===== config.mk =====
export PLATFORM = sky130hd
export DESIGN_NAME = clkgen_ctrl_regs
export DESIGN_NICKNAME = d
export VERILOG_FILES = /design/src/rtl/clkctl_pkg.sv /design/src/rtl/i2c_line_sync.sv /design/src/rtl/i2c_cond_detect.sv /design/src/rtl/ctrl_reg_bank.sv /design/src/rtl/i2c_ctrl_fsm.sv /design/src/rtl/clkgen_ctrl_regs.sv
export SDC_FILE = /design/constraint.sdc
export NUM_CORES = 1
export LEC_CHECK = 0
export BUFFER_PORTS_ARGS = -buffer_cell sky130_fd_sc_hd__buf_2
export CORE_MARGIN = 1
export CORE_UTILIZATION = 29
export CTS_BUF_LIST = sky130_fd_sc_hd__clkbuf_16
export DETAILED_ROUTE_END_ITERATION = 10
export PLACE_DENSITY = 0.55
export SLEW_MARGIN = 10
export SYNTH_ARGS = -nofsm -noshare
export SYNTH_HDL_FRONTEND = slang
export SYNTH_SLANG_ARGS = --single-unit

===== constraint.sdc =====
create_clock -name clk_i -period 3.3 [get_ports clk_i]
set_input_delay 0.33 -clock clk_i [delete_from_list [all_inputs] [get_ports clk_i]]
set_output_delay 0.33 -clock clk_i [all_outputs]
set_load 0.01 [all_outputs]

===== src/rtl/clkctl_pkg.sv =====
package clkctl_pkg;
  typedef enum logic [2:0] {
    ST_IDLE,
    ST_RX,
    ST_RX_ACK,
    ST_TX,
    ST_TX_ACK,
    ST_WAIT
  } ctl_state_e;

  typedef enum logic [1:0] {
    PH_ADDR,
    PH_CMD,
    PH_CNT,
    PH_DATA
  } rx_phase_e;

  localparam int unsigned BYTE_W = 8;
endpackage


===== src/rtl/i2c_line_sync.sv =====
module i2c_line_sync #(
  parameter int unsigned NUM_LINES = 2
) (
  input  logic                 clk_i,
  input  logic                 rst_ni,
  input  logic [NUM_LINES-1:0] line_i,
  output logic [NUM_LINES-1:0] line_o,
  output logic [NUM_LINES-1:0] rise_o,
  output logic [NUM_LINES-1:0] fall_o
);
  for (genvar g = 0; g < NUM_LINES; g++) begin : g_line
    logic meta_q, sync_q, prev_q;
    always_ff @(posedge clk_i or negedge rst_ni) begin
      if (!rst_ni) begin
        meta_q <= 1'b1;
        sync_q <= 1'b1;
        prev_q <= 1'b1;
      end else begin
        meta_q <= line_i[g];
        sync_q <= meta_q;
        prev_q <= sync_q;
      end
    end
    assign line_o[g] = sync_q;
    assign rise_o[g] = sync_q & ~prev_q;
    assign fall_o[g] = ~sync_q & prev_q;
  end
endmodule


===== src/rtl/i2c_cond_detect.sv =====
module i2c_cond_detect (
  input  logic scl_s_i,
  input  logic sda_rise_i,
  input  logic sda_fall_i,
  output logic start_o,
  output logic stop_o
);
  // SDA edge while SCL is high marks a bus condition
  assign start_o = scl_s_i & sda_fall_i;
  assign stop_o  = scl_s_i & sda_rise_i;
endmodule


===== src/rtl/ctrl_reg_bank.sv =====
module ctrl_reg_bank #(
  parameter int unsigned           NUM_REGS = 8,
  parameter logic [8*NUM_REGS-1:0] RST_VAL  = '1,
  localparam int unsigned          IDX_W    = $clog2(NUM_REGS) + 1
) (
  input  logic                  clk_i,
  input  logic                  rst_ni,
  input  logic                  wr_en_i,
  input  logic [IDX_W-1:0]      wr_idx_i,
  input  logic [7:0]            wr_data_i,
  input  logic [IDX_W-1:0]      rd_idx_i,
  output logic [7:0]            rd_data_o,
  output logic [8*NUM_REGS-1:0] regs_o
);
  for (genvar g = 0; g < NUM_REGS; g++) begin : g_reg
    logic [7:0] val_q;
    always_ff @(posedge clk_i or negedge rst_ni) begin
      if (!rst_ni)                                     val_q <= RST_VAL[8*g +: 8];
      else if (wr_en_i && (wr_idx_i == IDX_W'(g)))     val_q <= wr_data_i;
    end
    assign regs_o[8*g +: 8] = val_q;
  end

  // out-of-range index reads as all ones
  always_comb begin
    rd_data_o = 8'hFF;
    for (int k = 0; k < NUM_REGS; k++) begin
      if (rd_idx_i == IDX_W'(k)) rd_data_o = regs_o[8*k +: 8];
    end
  end
endmodule


===== src/rtl/i2c_ctrl_fsm.sv =====
module i2c_ctrl_fsm
  import clkctl_pkg::*;
#(
  parameter logic [6:0]   SLAVE_ADDR = 7'b1101001,
  parameter int unsigned  NUM_REGS   = 8,
  localparam int unsigned IDX_W      = $clog2(NUM_REGS) + 1
) (
  input  logic             clk_i,
  input  logic             rst_ni,
  input  logic             sda_s_i,
  input  logic             scl_rise_i,
  input  logic             scl_fall_i,
  input  logic             start_i,
  input  logic             stop_i,
  input  logic [7:0]       rd_data_i,
  output logic             sda_drive_low_o,
  output logic             wr_en_o,
  output logic [IDX_W-1:0] wr_idx_o,
  output logic [7:0]       wr_data_o,
  output logic [IDX_W-1:0] rd_idx_o
);
  localparam logic [IDX_W-1:0] IDX_END = IDX_W'(NUM_REGS);

  ctl_state_e       state_q;
  rx_phase_e        phase_q;
  logic [3:0]       bit_cnt_q;
  logic [7:0]       sh_q;
  logic [IDX_W-1:0] idx_q;
  logic             rw_q;
  logic             more_q;
  logic             byte_end;

  function automatic logic [IDX_W-1:0] sat_inc(input logic [IDX_W-1:0] v);
    return (v == IDX_END) ? v : v + 1'b1;
  endfunction

  assign byte_end = scl_fall_i && (bit_cnt_q == 4'd8);

  always_ff @(posedge clk_i or negedge rst_ni) begin
    if (!rst_ni) begin
      state_q   <= ST_IDLE;
      phase_q   <= PH_ADDR;
      bit_cnt_q <= '0;
      sh_q      <= '0;
      idx_q     <= '0;
      rw_q      <= 1'b0;
      more_q    <= 1'b0;
    end else if (start_i) begin
      state_q   <= ST_RX;
      phase_q   <= PH_ADDR;
      bit_cnt_q <= '0;
      idx_q     <= '0;
      rw_q      <= 1'b0;
    end else if (stop_i) begin
      state_q   <= ST_IDLE;
    end else begin
      unique case (state_q)
        ST_RX: begin
          if (scl_rise_i && bit_cnt_q < 4'd8) begin
            sh_q      <= {sh_q[6:0], sda_s_i};
            bit_cnt_q <= bit_cnt_q + 4'd1;
          end else if (byte_end) begin
            unique case (phase_q)
              PH_ADDR: begin
                if (sh_q[7:1] == SLAVE_ADDR) begin
                  rw_q    <= sh_q[0];
                  state_q <= ST_RX_ACK;
                  phase_q <= PH_CMD;
                end else begin
                  state_q <= ST_WAIT;
                end
              end
              PH_CMD: begin
                state_q <= ST_RX_ACK;
                phase_q <= PH_CNT;
              end
              PH_CNT: begin
                state_q <= ST_RX_ACK;
                phase_q <= PH_DATA;
              end
              default: begin
                state_q <= ST_RX_ACK;
                idx_q   <= sat_inc(idx_q);
              end
            endcase
          end
        end
        ST_RX_ACK: begin
          if (scl_fall_i) begin
            bit_cnt_q <= '0;
            if (rw_q) begin
              state_q <= ST_TX;
              sh_q    <= rd_data_i;
              idx_q   <= sat_inc(idx_q);
            end else begin
              state_q <= ST_RX;
            end
          end
        end
        ST_TX: begin
          if (scl_rise_i && bit_cnt_q < 4'd8) begin
            bit_cnt_q <= bit_cnt_q + 4'd1;
          end else if (byte_end) begin
            state_q <= ST_TX_ACK;
          end else if (scl_fall_i) begin
            sh_q <= {sh_q[6:0], 1'b1};
          end
        end
        ST_TX_ACK: begin
          if (scl_rise_i) begin
            more_q <= ~sda_s_i;
          end else if (scl_fall_i) begin
            if (more_q) begin
              state_q   <= ST_TX;
              sh_q      <= rd_data_i;
              bit_cnt_q <= '0;
              idx_q     <= sat_inc(idx_q);
            end else begin
              state_q <= ST_WAIT;
            end
          end
        end
        default: ;
      endcase
    end
  end

  assign sda_drive_low_o = (state_q == ST_RX_ACK) || ((state_q == ST_TX) && !sh_q[7]);

  assign wr_en_o   = (state_q == ST_RX) && byte_end && (phase_q == PH_DATA) &&
                     (idx_q != IDX_END) && !start_i && !stop_i;
  assign wr_idx_o  = idx_q;
  assign wr_data_o = sh_q;
  assign rd_idx_o  = idx_q;
endmodule


===== src/rtl/clkgen_ctrl_regs.sv =====
module clkgen_ctrl_regs #(
  parameter int unsigned           NUM_REGS   = 8,
  parameter logic [6:0]            SLAVE_ADDR = 7'b1101001,
  parameter logic [8*NUM_REGS-1:0] RST_VAL    = '1
) (
  input  logic                  clk_i,
  input  logic                  rst_ni,
  input  logic                  scl_i,
  input  logic                  sda_i,
  output logic                  sda_drive_low_o,
  output logic [8*NUM_REGS-1:0] ctrl_o
);
  localparam int unsigned IDX_W = $clog2(NUM_REGS) + 1;

  logic [1:0]       line_s, line_rise, line_fall;
  logic             scl_s, sda_s;
  logic             start_det, stop_det;
  logic             wr_en;
  logic [IDX_W-1:0] wr_idx, rd_idx;
  logic [7:0]       wr_data, rd_data;

  i2c_line_sync #(.NUM_LINES(2)) u_sync (
    .clk_i  (clk_i),
    .rst_ni (rst_ni),
    .line_i ({sda_i, scl_i}),
    .line_o (line_s),
    .rise_o (line_rise),
    .fall_o (line_fall)
  );

  assign scl_s = line_s[0];
  assign sda_s = line_s[1];

  i2c_cond_detect u_cond (
    .scl_s_i    (scl_s),
    .sda_rise_i (line_rise[1]),
    .sda_fall_i (line_fall[1]),
    .start_o    (start_det),
    .stop_o     (stop_det)
  );

  i2c_ctrl_fsm #(
    .SLAVE_ADDR (SLAVE_ADDR),
    .NUM_REGS   (NUM_REGS)
  ) u_fsm (
    .clk_i           (clk_i),
    .rst_ni          (rst_ni),
    .sda_s_i         (sda_s),
    .scl_rise_i      (line_rise[0]),
    .scl_fall_i      (line_fall[0]),
    .start_i         (start_det),
    .stop_i          (stop_det),
    .rd_data_i       (rd_data),
    .sda_drive_low_o (sda_drive_low_o),
    .wr_en_o         (wr_en),
    .wr_idx_o        (wr_idx),
    .wr_data_o       (wr_data),
    .rd_idx_o        (rd_idx)
  );

  ctrl_reg_bank #(
    .NUM_REGS (NUM_REGS),
    .RST_VAL  (RST_VAL)
  ) u_bank (
    .clk_i     (clk_i),
    .rst_ni    (rst_ni),
    .wr_en_i   (wr_en),
    .wr_idx_i  (wr_idx),
    .wr_data_i (wr_data),
    .rd_idx_i  (rd_idx),
    .rd_data_o (rd_data),
    .regs_o    (ctrl_o)
  );
endmodule


; ---- Yosys cells after proc, flatten, opt, wreduce, memory -nomap -nowiden
; Index checks and enable logic that the tools add are counted.
[totals]
mem_bits_ro = 0
latchBits = 0
ramBits = 0
memories = 0
regBits = 93
[op_classes]
mul = 0
n_reduce_logical = 40
n_addsub = 2
shift = 0
n_lt_le_gt_ge = 1
eq_ne = 46
n_mux = 66
div_mod_pow = 0
bitwise = 12
[ops]
columns = operator, count
row1 = $mux W8, 17
row2 = $mux W4, 18
row3 = $mux W3, 12
row4 = $pmux W8 S4, 1
row5 = $pmux W4 S3, 2
row6 = $ne A3 B1 Y1 const B, 7
row7 = $eq A4 B3 Y1 const B, 4
row8 = $logic_and A1 B1 Y1, 16
row9 = $ne A2 B1 Y1 const B, 8
row10 = $ne A4 B1 Y1 const B, 4
row11 = $reduce_bool A4 Y1, 4
row12 = $mux W2, 7
row13 = $pmux W3 S4, 1
row14 = $reduce_and A12 Y1, 1
row15 = $reduce_and A6 Y1, 2
row16 = $reduce_and A10 Y1, 1
row17 = $add A4 B1 Y4 const B, 2
row18 = $eq A4 B2 Y1 const B, 2
row19 = $eq A4 B4 Y1 const B, 2
row20 = $ne A4 B2 Y1 const B, 2
row21 = $ne A4 B4 Y1 const B, 2
row22 = $reduce_and A8 Y1, 1
row23 = $reduce_bool A2 Y1, 4
row24 = $eq A7 B7 Y1 const B, 1
row25 = other kinds (23), 46

; ---- Depth between registers and ports, before layout
[logic_depth]
ltp_word = 13
ltp_mapped = 10
ltp_nobuf = 8

; ---- Modules after synthesis
; A second synthesis with hierarchy kept.
[hier_totals]
cells_unflattened = 421
hier_area_um2 = 5069.9
[modules_own_cells]
columns = mod, instances, area_each_um2, cells_each, seq_area_each_um2
row1 = ctrl_reg_bank, 1, 3201.8, 239, 1681.6
row2 = i2c_ctrl_fsm, 1, 1647.8, 168, 575.6
row3 = i2c_line_sync, 1, 207.7, 12, 157.7
row4 = i2c_cond_detect, 1, 12.5, 2, 0.0

; ---- Least setup slack after synthesis
; No wires, ideal clock.
[synth_path]
path_type = register to register
from = register u_sync.g_line[0].sync_q
to = register u_fsm.bit_cnt_q[2]
path_buffers = 1
required_ps = 3179
slack_ps = 1373
path_stages_with_launch = 8
t_arrival_ps = 1806
setup_ps = 121
cell_sequence = dfstp_2 -> buf_4 -> inv_1 -> nor3_1 -> nor3_1 -> nor3_4 -> o21ai_0 -> a22o_1
[synth_between]
elab_chain_len = 4
elab_cells_between_ends = 15
[synth_rtl]
columns = item, line_no
row1 = start: declaration, i2c_line_sync.sv:12  ; logic meta_q, sync_q, prev_q;
row2 = start signal: assignment, i2c_line_sync.sv:20  ; sync_q <= meta_q;
row3 = $and A1 B1 Y1 / $not A1 Y1 (equally long branches), "i2c_line_sync.sv:25, i2c_line_sync.sv:26"
row4 = $logic_and A1 B1 Y1 / $and A1 B1 Y1 (equally long branches), "i2c_ctrl_fsm.sv:59, i2c_ctrl_fsm.sv:101, i2c_line_sync.sv:26"
row5 = $ne A3 B1 Y1 (no source line), --
row6 = $reduce_and A7 Y1 (no source line), --
row7 = end signal: assignment, i2c_ctrl_fsm.sv:61  ; bit_cnt_q <= bit_cnt_q + 4'd1;
row8 = end signal: assignment, i2c_ctrl_fsm.sv:102  ; bit_cnt_q <= bit_cnt_q + 4'd1;
row9 = end: declaration, i2c_ctrl_fsm.sv:26  ; logic [3:0] bit_cnt_q;
; Parallel ways exist; a longest one is shown, timed or not.
; A chain may end at the register's enable or synchronous reset.

; ---- Final worst setup path
[layout_path]
from = register u_fsm.idx_q[0], in the netlist u_fsm.rd_idx_o[0]
to = register u_fsm.sh_q[7], in the netlist u_fsm.wr_data_o[7]
[layout_between]
elab_chain_len = 13
elab_cells_between_ends = 22
[layout_rtl]
columns = item, line_no
row1 = start: declaration, i2c_ctrl_fsm.sv:28  ; logic [IDX_W-1:0] idx_q;
row2 = start signal: assignment, i2c_ctrl_fsm.sv:83  ; idx_q <= sat_inc(idx_q);
row3 = start signal: assignment, i2c_ctrl_fsm.sv:94  ; idx_q <= sat_inc(idx_q);
row4 = start signal: assignment, i2c_ctrl_fsm.sv:117  ; idx_q <= sat_inc(idx_q);
row5 = $logic_not A4 Y1, ctrl_reg_bank.sv:28  ; if (rd_idx_i == IDX_W'(k)) rd_data_o = regs_o[8*k +: 8];
row6 = $mux W8 (7 in a row), ctrl_reg_bank.sv:28
row7 = $mux W8 *, ctrl_reg_bank.sv:28
row8 = $mux W8, i2c_ctrl_fsm.sv:113  ; if (more_q) begin
row9 = $mux W8, i2c_ctrl_fsm.sv:112  ; end else if (scl_fall_i) begin
row10 = $mux W8, i2c_ctrl_fsm.sv:110  ; if (scl_rise_i) begin
row11 = $pmux W8 S4 *, i2c_ctrl_fsm.sv:57  ; unique case (state_q)
row12 = end signal: assignment, i2c_ctrl_fsm.sv:60  ; sh_q <= {sh_q[6:0], sda_s_i};
row13 = end signal: assignment, i2c_ctrl_fsm.sv:106  ; sh_q <= {sh_q[6:0], 1'b1};
row14 = end signal: assignment, i2c_ctrl_fsm.sv:115  ; sh_q <= rd_data_i;
row15 = end: declaration, i2c_ctrl_fsm.sv:27  ; logic [7:0] sh_q;
; Mark *: on every way between the ends. The rest lies on a longest branch, timed or not. The select of a mux whose other input is x is not followed.

==> flow_results.org <==
** Run status
- The run finished with clean final reports.

** Die
- Measured along the x axis, the die boundary spans 131 um.
- For this configuration, the core starts out at a cell density of 0.300.
- The die covers 17,200 um2.
- The floorplan step defined a core boundary enclosing 16,100 um2.
- During I/O placement, the number of pins put on the boundary was 69.
- Number of placement rows :: 46
- Floorplan die height :: 131 um

** Clock tree
- In this run the post-CTS setup repair buffer count came out at 0.
- The clock drives 93 sinks.
- Resize count post-CTS :: 0
- Clock Tree Buf Depth :: 2
- Clock root buffer master :: sky130_fd_sc_hd__clkbuf_16
- Total CTS buffers :: 9
- In this run the number of H-tree levels came out at 3.
- Register clock-pin slew on the reported worst setup and hold paths :: 70 ps
- CTS tree :: yes
- Clock latency on the worst-skew pair :: 360 ps
- Number of hold buffers added after cts :: 0

** Hold path
- Start point of the worst hold path :: sda_i
- The tightest min-delay check is of the in -> reg type.

** Pwr
- Of the total power, registers draw 0.390.
- The internal power of the cells totals 2.33 mW.
- In this run the power spent charging and discharging nets is 1.60 mW.
- The share of total power dissipated in combinational logic is 0.320.
- Across the VDD grid, the largest voltage drop is 0.000347 V.
- The completed layout was analyzed and its total power is 3.94 mW.
- Power density normalized to cell area :: 695 nW/um2
- Summed over all cells, the static leakage comes to 2.53 nW.
- Switching share of total power :: 0.407
- Of the total power, the clock network draws 0.289.

** Synth
- Synthesis handed over a netlist of 443 instances.
- Top-count cell post-synth :: sky130_fd_sc_hd__dfstp_2
- In this run the mean area of a mapped cell was 10.9 um2.
- Ys Warns :: 0
- The most used flip-flop cell after synthesis is sky130_fd_sc_hd__dfstp_2.
- After synthesis the cells add up to 4840 um2.
- By count the netlist is led by 70 x sky130_fd_sc_hd__dfstp_2, 63 x sky130_fd_sc_hd__mux2_2, 31 x sky130_fd_sc_hd__a21oi_1, 26 x sky130_fd_sc_hd__nand2_1.
- Number of enable-type register cells in the synthesized netlist :: 0
- Distinct cell type count of the synthesized netlist :: 59
- For this run, asynchronously set or reset flops after synthesis account for 1.00.
- The share of synthesized area in the top cell type comes to 0.380.
- Sorting the synthesized cells by area gives the leading types as sky130_fd_sc_hd__dfstp_2 38%, sky130_fd_sc_hd__mux2_2 15%, sky130_fd_sc_hd__dfrtp_1 12%.
- Library cell occupying the most area in the post-synthesis netlist :: sky130_fd_sc_hd__dfstp_2
- Counting every net in the synthesized netlist gives 457.
- In this run, synthesis produced a sequential element count of 93.
- Sequential element share of the synthesized area :: 0.499

** Timing
- Slew at the pin with the worst max-slew slack :: 929 ps
- Max-Slew Margin vs Limit :: 0.380
- Pins Over Slew Limit :: 0
- Final hold viol count :: 0
- Post-route setup TNS :: 0 ps
- Setup violations remaining at the end of the flow were counted as 0.
- Final Hold Slack :: 76.2 ps
- Crit path time final :: 2510 ps
- In the finished design, the share of the clock period the worst path needs comes to 0.762.
- Setup repair after global routing left no endpoint under its margin.
- Min setup slack post-route :: 787 ps
- Maximum clock frequency :: 398 MHz
- On the final layout, the worst clock skew is 9.41 ps.

** Placement
- The count of buffers added on input and output ports is 68.
- Counting tap cells, the placed design contains a total of 700 instances.
- In this run the cell area measured after placement is 5340 um2.
- Final RePlAce weighted congestion :: 0.807
- Detailed placement HPWL :: 9.61 mm
- Pre-CTS worst setup slack :: 870 ps

** Cells and area
- From synthesis to final layout, the design area changed by 17.0%.
- Antenna fix cells :: 0
- At the end of the flow, the number of nets in the layout was 509.
- Final standard cell area without fillers :: 5660 um2
- Count of non-filler cells in the finished layout :: 716
- For this run, the share of the core covered by cells in the final layout is 0.351.
- Of the cells placed in the final design, the portion with a size suffix greater than 1 is 0.470.

** Detailed routing
- DR iter-0 viols :: 225
- Via density per instance :: 5.17
- The final route contains 3,701 vias.
- In this run the remaining antenna-violating nets after routing total 0.
- Average wire per cell in the routed design :: 18.9 um
- In the routed design, unresolved DRC markers number 0.
- Number of iterations in the first detailed-routing pass :: 4
- Summed over all layers, the routed wires come to 13.6 mm.

** GRT
- GR Overflow Total :: 0
- Via count of the first global-routing pass :: 3,805
- Entering global routing, the biggest net connects 72 pins.
- Global-route wire length before repair :: 21.9 mm
- The initial antenna violation count was 0.
- In the global route stage, overall resource usage came out at 0.163.

** Worst setup path
- Critical Path Source :: u_fsm.rd_idx_o[0]
- For the worst setup path, the data required time is 3530 ps.
- Element type at the critical path start :: register
- Worst stage delay on the critical path :: 630 ps
- The startpoint identified for the worst register-to-register timing path is u_fsm.rd_idx_o[0].
- The worst setup path is of the reg -> reg kind.
- Max FO, Critical Path :: 17
- The slowest stage of the critical path belongs to the cell sky130_fd_sc_hd__ha_1.
- Cell chain of the critical path :: inv_1 > ha_1 > nand2b_1 > o22ai_1 > o21ai_0 > o221ai_1 > a31oi_1
- Kind of end point of the critical path :: register
- At the worst endpoint, the arrival time is 2740 ps.

** Flow run
- # Max-Cap Violations :: 0
kinds of logic after synthesis:
group           count (synthesis)  share of synthesized area
flops                          93                      0.499
fa+ha+maj                      10                     0.0259
mux                            71                      0.164
xor+xnor                        2                    0.00362
simple gates                  108                      0.122
compound gates                113                      0.147
buf+inv                        46                     0.0398
state kept, by name, summed over array words and instances, names as in the netlist:
| register | count |
|---|---|
| u_fsm.bit_cnt_q | 4 |
| u_bank.g.val_q | 64 |
| u_sync.g_line.sync_q | 2 |
| u_fsm.more_q | 1 |
| u_fsm.wr_data_o | 8 |
| u_sync.g_line.prev_q | 2 |
| u_fsm.state_q | 3 |
| u_fsm.rw_q | 1 |
| u_fsm.phase_q | 2 |
| u_sync.g_line.meta_q | 2 |
| u_fsm.rd_idx_o | 4 |
cell usage in the layout (no fill, tap or decap), types with 2 or more instances in the layout:
cell type	netlist	routed
sky130_fd_sc_hd__o22a_1	2	2
sky130_fd_sc_hd__dfrtp_1	23	23
sky130_fd_sc_hd__nand2_1	26	26
sky130_fd_sc_hd__a221oi_1	6	6
sky130_fd_sc_hd__a211oi_1	2	2
sky130_fd_sc_hd__inv_1	16	16
sky130_fd_sc_hd__o22ai_1	16	16
sky130_fd_sc_hd__inv_6	0	3
sky130_fd_sc_hd__nor3_1	6	6
sky130_fd_sc_hd__mux2i_1	6	6
sky130_fd_sc_hd__nor2b_1	3	3
sky130_fd_sc_hd__bufinv_16	0	2
sky130_fd_sc_hd__nor2_1	23	23
sky130_fd_sc_hd__buf_2	4	67
sky130_fd_sc_hd__dfstp_2	70	70
sky130_fd_sc_hd__clkbuf_16	0	9
sky130_fd_sc_hd__a22oi_1	3	3
sky130_fd_sc_hd__nand4_1	4	4
sky130_fd_sc_hd__mux2_2	63	63
sky130_fd_sc_hd__nand2_2	8	8
sky130_fd_sc_hd__a31oi_1	8	8
sky130_fd_sc_hd__nand2b_1	19	19
sky130_fd_sc_hd__nand3_1	4	4
sky130_fd_sc_hd__buf_4	2	4
sky130_fd_sc_hd__o221ai_1	2	2
sky130_fd_sc_hd__mux2_1	2	2
sky130_fd_sc_hd__o211ai_1	7	7
sky130_fd_sc_hd__a21oi_1	31	31
sky130_fd_sc_hd__nor3_4	2	2
sky130_fd_sc_hd__o21ai_0	22	22
sky130_fd_sc_hd__xor2_1	2	2
sky130_fd_sc_hd__ha_1	10	10
worst max-delay path: cells and delay by family (launching register included):
kind            cells  cell delay [ps]
compound gates      4              800
fa+ha+maj           1              630
buf+inv             1              160
flops               1              400
simple gates        1              370
power by group through the flow:
stage | Sequential [mW] | Clock, mW | Combinational, mW
after floorplan | 1.29 | 0 | 1.07
after global placement | 1.54 | 0 | 1.22
after detailed placement | 1.55 | 0 | 1.24
after CTS | 1.53 | 1.16 | 1.25
after global routing | 1.56 | 1.20 | 1.40
final | 1.54 | 1.14 | 1.26
final cells by class:
| type | count | area, um2 |
|---|---|---|
| fill | 1675 | 10500 |
| multi-input combinational | 304 | 2230 |
| timing repair buffer | 71 | 365 |
| sequential | 93 | 2410 |
| inverter | 16 | 60.1 |
| clock buffer | 9 | 225 |
| clock inverter | 7 | 95.1 |
| tap | 216 | 270 |
final timing paths:
kind | to | slack (ps) | cells after the start
max | u_fsm.wr_data_o[7] | 790 | 7
max in group asynchronous | u_bank.g_reg[7].val_q[7] | 2280 | 2
max reg2reg | u_fsm.wr_data_o[7] | 790 | 7
min in group asynchronous | u_fsm.state_q[1] | 120 | 1
min | u_sync.g_line[1].meta_q | 80 | 1
min reg2reg | u_sync.g_line[0].sync_q | 360 | 0
layer usage:
layer | routed length, um | global-route usage | share of wire | vias to the layer above
li1 | - | - | - | 1710
met1 | 6420 | 0.226 | 0.47 | 1862
met2 | 6310 | 0.257 | 0.47 | 114
met3 | 601 | 0.0201 | 0.044 | 15
met4 | 237 | 0.0660 | 0.017 | 0
met5 | 0 | 0 | 0 | -
Note: power is estimated with default switching activity, not from simulation.
